$ cat config.mk
export PLATFORM = sky130hd
export DESIGN_NAME = can_fault_flags
export DESIGN_NICKNAME = d
export VERILOG_FILES = /design/src/rtl/can_fc_pkg.sv /design/src/rtl/can_fc_cond.sv /design/src/rtl/can_fc_state.sv /design/src/rtl/can_fc_flags.sv /design/src/rtl/can_fault_flags.sv
export SDC_FILE = /design/constraint.sdc
export NUM_CORES = 1
export LEC_CHECK = 0
export BUFFER_PORTS_ARGS = -buffer_cell sky130_fd_sc_hd__buf_2
export CAP_MARGIN = 20
export CORE_MARGIN = 2
export CORE_UTILIZATION = 30
export DETAILED_ROUTE_END_ITERATION = 7
export GPL_ROUTABILITY_DRIVEN = 0
export PLACE_DENSITY = 0.66
export SYNTH_ARGS = -nofsm -noshare
export SYNTH_HDL_FRONTEND = slang
export SYNTH_SLANG_ARGS = --single-unit
$ cat constraint.sdc
create_clock -name clk -period 1.74 [get_ports clk]
set_input_delay 0 -clock clk [delete_from_list [all_inputs] [get_ports clk]]
set_output_delay 0 -clock clk [all_outputs]
set_load 0.05 [all_outputs]
$ cat src/rtl/can_fc_pkg.sv
package can_fc_pkg;
  typedef enum logic [1:0] {
    ST_ACTIVE  = 2'b00,
    ST_PASSIVE = 2'b01,
    ST_BUSOFF  = 2'b10
  } fc_state_e;

  localparam int unsigned FLAG_WARN = 0;
  localparam int unsigned FLAG_PASS = 1;
  localparam int unsigned FLAG_BOFF = 2;
  localparam int unsigned N_FLAGS   = 3;
endpackage

$ cat src/rtl/can_fc_cond.sv
// Threshold compare on the error counts with rising-edge detection.
module can_fc_cond #(
  parameter int unsigned TEC_W    = 9,
  parameter int unsigned REC_W    = 8,
  parameter int unsigned PASS_LIM = 128,
  parameter int unsigned WARN_LIM = 96
) (
  input  logic             clk,
  input  logic             rst,
  input  logic [TEC_W-1:0] tec_i,
  input  logic [REC_W-1:0] rec_i,
  output logic             pass_lvl_o,
  output logic             pass_rise_o,
  output logic             warn_rise_o
);
  localparam logic [TEC_W-1:0] TEC_PASS_TH = TEC_W'(PASS_LIM);
  localparam logic [REC_W-1:0] REC_PASS_TH = REC_W'(PASS_LIM);
  localparam logic [REC_W-1:0] REC_WARN_TH = REC_W'(WARN_LIM);

  logic pass_now, warn_now;
  logic pass_q, warn_q;

  assign pass_now = (tec_i >= TEC_PASS_TH) || (rec_i >= REC_PASS_TH);
  assign warn_now = (rec_i >= REC_WARN_TH);

  always_ff @(posedge clk) begin
    if (rst) begin
      pass_q <= 1'b0;
      warn_q <= 1'b0;
    end else begin
      pass_q <= pass_now;
      warn_q <= warn_now;
    end
  end

  assign pass_lvl_o  = pass_now;
  assign pass_rise_o = pass_now & ~pass_q;
  assign warn_rise_o = warn_now & ~warn_q;
endmodule

$ cat src/rtl/can_fc_state.sv
// Error-state register and bus-off recovery counter.
module can_fc_state
  import can_fc_pkg::*;
#(
  parameter int unsigned TEC_W     = 9,
  parameter int unsigned BOFF_LIM  = 256,
  parameter int unsigned RECOV_CNT = 128
) (
  input  logic             clk,
  input  logic             rst,
  input  logic [TEC_W-1:0] tec_i,
  input  logic             pass_lvl_i,
  input  logic             rcv11_i,
  output fc_state_e        state_o,
  output logic             boff_evt_o
);
  localparam int unsigned CNT_W = (RECOV_CNT > 1) ? $clog2(RECOV_CNT) : 1;
  localparam logic [CNT_W-1:0] CNT_LAST = CNT_W'(RECOV_CNT - 1);
  localparam logic [TEC_W-1:0] TEC_BOFF_TH = TEC_W'(BOFF_LIM);

  fc_state_e        st_q, st_d;
  logic [CNT_W-1:0] cnt_q, cnt_d;

  always_comb begin
    st_d  = st_q;
    cnt_d = cnt_q;
    if (st_q == ST_BUSOFF) begin
      if (rcv11_i) begin
        if (cnt_q == CNT_LAST) begin
          st_d  = ST_ACTIVE;
          cnt_d = '0;
        end else begin
          cnt_d = cnt_q + 1'b1;
        end
      end
    end else if (tec_i >= TEC_BOFF_TH) begin
      st_d  = ST_BUSOFF;
      cnt_d = '0;
    end else if (pass_lvl_i) begin
      st_d = ST_PASSIVE;
    end else begin
      st_d = ST_ACTIVE;
    end
  end

  always_ff @(posedge clk) begin
    if (rst) begin
      st_q  <= ST_ACTIVE;
      cnt_q <= '0;
    end else begin
      st_q  <= st_d;
      cnt_q <= cnt_d;
    end
  end

  // Entry into bus-off, or return from bus-off to error-active.
  assign boff_evt_o = (st_q != ST_BUSOFF && st_d == ST_BUSOFF) ||
                      (st_q == ST_BUSOFF && st_d == ST_ACTIVE);
  assign state_o = st_q;
endmodule

$ cat src/rtl/can_fc_flags.sv
// Bank of write-one-to-clear latches; a set event wins over a clear.
module can_fc_flags #(
  parameter int unsigned N = 3
) (
  input  logic         clk,
  input  logic         rst,
  input  logic [N-1:0] set_i,
  input  logic         wr_en_i,
  input  logic [N-1:0] wr_data_i,
  output logic [N-1:0] flags_o
);
  for (genvar k = 0; k < N; k++) begin : g_flag
    logic f_q;
    logic clr;
    assign clr = wr_en_i & wr_data_i[k];
    always_ff @(posedge clk) begin
      if (rst)           f_q <= 1'b0;
      else if (set_i[k]) f_q <= 1'b1;
      else if (clr)      f_q <= 1'b0;
    end
    assign flags_o[k] = f_q;
  end
endmodule

$ cat src/rtl/can_fault_flags.sv
module can_fault_flags
  import can_fc_pkg::*;
#(
  parameter int unsigned TEC_W     = 9,
  parameter int unsigned REC_W     = 8,
  parameter int unsigned PASS_LIM  = 128,
  parameter int unsigned WARN_LIM  = 96,
  parameter int unsigned BOFF_LIM  = 256,
  parameter int unsigned RECOV_CNT = 128
) (
  input  logic               clk,
  input  logic               rst,
  input  logic [TEC_W-1:0]   tec_i,
  input  logic [REC_W-1:0]   rec_i,
  input  logic               rcv11_i,
  input  logic               wr_en_i,
  input  logic [N_FLAGS-1:0] wr_data_i,
  output logic [N_FLAGS-1:0] flags_o,
  output logic               irq_o,
  output logic [1:0]         state_o
);
  logic         pass_lvl, pass_rise, warn_rise, boff_evt;
  fc_state_e    st;
  logic [N_FLAGS-1:0] set_vec;

  can_fc_cond #(
    .TEC_W(TEC_W), .REC_W(REC_W), .PASS_LIM(PASS_LIM), .WARN_LIM(WARN_LIM)
  ) u_cond (
    .clk(clk), .rst(rst), .tec_i(tec_i), .rec_i(rec_i),
    .pass_lvl_o(pass_lvl), .pass_rise_o(pass_rise), .warn_rise_o(warn_rise)
  );

  can_fc_state #(
    .TEC_W(TEC_W), .BOFF_LIM(BOFF_LIM), .RECOV_CNT(RECOV_CNT)
  ) u_state (
    .clk(clk), .rst(rst), .tec_i(tec_i), .pass_lvl_i(pass_lvl),
    .rcv11_i(rcv11_i), .state_o(st), .boff_evt_o(boff_evt)
  );

  always_comb begin
    set_vec            = '0;
    set_vec[FLAG_WARN] = warn_rise;
    set_vec[FLAG_PASS] = pass_rise;
    set_vec[FLAG_BOFF] = boff_evt;
  end

  can_fc_flags #(.N(N_FLAGS)) u_flags (
    .clk(clk), .rst(rst), .set_i(set_vec), .wr_en_i(wr_en_i),
    .wr_data_i(wr_data_i), .flags_o(flags_o)
  );

  assign irq_o   = |flags_o;
  assign state_o = st;
endmodule

==> key figures <==
Clock network
  – CTS-repair resized insts: 0
  – H-tree depth: 1
  – Worst-Skew Late Latency: 0.28 ns
  – CTS tree: done
  – Clock sinks: 14
  – Post CTS Setup Buffer Count: 0
  – Hold_buf cts: 3
  – Root Buffer: clkbuf_4
  – Reg clk slew, reported paths: 0.09 ns
  – CTS Buffer Depth: 2
  – Num CTS Buffers: 3

STA
  – Max frequency: 774 MHz
  – Min cycle time layout: 1.29 ns
  – TNS Setup: 0 ns
  – Min setup slack post-route: 0.448 ns
  – Final Cycle Share: 74.2%
  – Max Transition Viols Final: 0
  – Fin. Hold Viols: 0
  – Worst-margin pin slew: 0.339 ns
  – Setup violators final: 0
  – RSZ-0062 raised after global routing: false
  – Slew headroom: 77.2%
  – Clock Skew: 0.00237 ns

Detailed routing
  – Initial DRC Count: 5
  – Drt total wl: 1.34 mm
  – First-pass DRT Iterations: 3
  – ANT nets after route: 0
  – DRC: 0
  – Vias per cell: 4.79
  – Avg WL per Cell: 11.4 um
  – Vias: 560

Final layout
  – Share of layout cells above drive strength 1: 27.8%
  – Most frequent cells in the layout: 17 x buf_2, 14 x dfxtp_1, 6 x nand2_1, 6 x nor2_1, 5 x a21oi_1
  – Diode count: 0
  – Fillers: 216
  – Layout area overhead: 22.8%
  – Fin util: 39.8%
  – Multi-input logic area: 330 sq um
  – Reg area: 280 sq um
  – Commonest non-fill, non-tap cell in the layout: buf_2
  – Nets@finish: 116

Critical path
  – CP Capture Type: register
  – Req. time, crit path: 1.97 ns
  – Critical Path AT: 1.52 ns
  – Crit path kind: reg -> reg
  – Critical Path Start Type: register
  – Max FO, Critical Path: 3

Logic synthesis
  – Mapped cell area: 648 sq um
  – Cells after synthesis: 71
  – Main synth FF type: dfxtp_1
  – Post-synth ARST share: 0%
  – Synthesized Nets: 96
  – Post-synth EDFFs: 0
  – Distinct cell type count after synthesis: 31
  – Synthesis-stage register bit count: 14
  – Avg Cell Area, Syn: 9.13 sq um
  – Share of the yosys chip area belonging to registers: 43.2%
  – Syn. warnings: 0

Floorplan
  – Row count: 16
  – Initial Utilization: 32.4%
  – Core ar.: 0.00200 sq mm
  – Full die area: 0.00255 sq mm
  – Die height: 50.5 um
  – I/O pin cnt: 30
  – Die Wd: 50.5 um

Worst hold path
  – Hold WC Path Type: in -> reg

Run status
  – Status: finished clean

Pwr
  – Lkg Pwr: 0.319 nW
  – PwrDens: 887 mW/mm^2
  – Maximum VDD drop: 0.000386 V

Placed design
  – DP Wirelength: 980 um
  – Placement Setup Slack: 0.495 ns
  – IO buf count: 17

Job
  – Max-cap violations: 0

Global route
  – Pin count of the biggest net entering global routing: 16
  – Vias in the first global route: 559
  – Initial antenna violation count: 0
  – Gr usage total: 12.0%
  – Overflow after GRT: 0
  – First-pass GRT wire length: 2.25 mm
[registers in the layout (all words and copies together), names as in the netlist]
name	flops
u_state.cnt_q	7
u_flags.g_flag.f_q	3
u_state.state_o	2
u_cond.pass_q	1
u_cond.warn_q	1
[synth_stat cells (2+ instances only)]
cell type | count | area [sq um]
o31ai_1 | 2 | 15.0
nand3_1 | 3 | 15.0
xor2_1 | 2 | 17.5
nand2_1 | 6 | 22.5
nor2_1 | 6 | 22.5
a21oi_1 | 5 | 25.0
and2_1 | 3 | 18.8
buf_4 | 3 | 22.5
nand3b_1 | 3 | 22.5
dfxtp_1 | 14 | 280
nor3_1 | 4 | 20.0
[worst max-delay path: stages (launching register included)]
cell and delay [ns]:
dfxtp_1 0.38, ha_1 0.21, nand3_1 0.15, nor3_1 0.34
a211oi_1 0.08, nor2_1 0.09
[logic make-up (layout without fill, tap and decap cells)]
logic type               after synthesis  after routing  share of synthesized area (%)
flip-flops                            14             14                           43.2
buffers and inverters                  5             24                           5.79
adder cells (fa/ha/maj)                1              1                           1.93
multiplexers                           1              1                           1.54
AND/OR/NAND/NOR                       33             33                           27.4
AO/OA/AOI/OAI                         15             15                           17.4
XOR/XNOR                               2              2                           2.70
[per-layer routing]
layer | GRT usage, % | part of all wire [%] | vias to the layer above
met2 | 22.4 | 52 | 6
li1 | - | - | 288
met4 | 5.41 | 1.4 | 0
met1 | 11.7 | 44 | 264
met5 | 0 | 0 | -
met3 | 4.46 | 2.5 | 2
[where the power goes]
group / total (mW) / internal (mW) / leakage (nW) / switching, mW
clock network: 0.235 / 0.127 / 0.0210 / 0.108
registers: 0.343 / 0.335 / 0.115 / 0.00851
logic: 0.128 / 0.0423 / 0.183 / 0.0855
total: 0.706 / 0.504 / 0.319 / 0.202
[final cells by class]
type                            count  area share, %
Timing Repair Buffer               20           14.5
Multi-Input combinational cell     52           41.5
Sequential cell                    14           35.2
Tap cell                           27           4.25
Clock buffer                        4           4.56
[worst paths after layout]
kind	from	end	slack [ns]	cells past startpoint
min reg2reg	u_cond.warn_q	u_flags.g_flag[0].f_q	0.43	1
min	wr_data_i[2]	u_flags.g_flag[2].f_q	0.03	4
max reg2reg	u_state.cnt_q[0]	u_flags.g_flag[2].f_q	0.45	5
max	u_state.cnt_q[0]	u_flags.g_flag[2].f_q	0.45	5
[through the flow]
| stage | power [mW] | hold WS, ns | instance area [sq um] | cells |
|---|---|---|---|---|
| 2_1_floorplan | 0.449 | 0.0799 | 648 | 71 |
| 3_3_place_gp | 0.472 | 0.241 | 729 | 110 |
| 3_5_place_dp | 0.473 | 0.246 | 729 | 110 |
| 4_1_cts | 0.712 | 0.00724 | 796 | 117 |
| 5_1_grt | 0.742 | 0.0353 | 796 | 117 |
| 6_report | 0.706 | 0.0292 | 796 | 117 |
(Power assumes the default switching activity.)
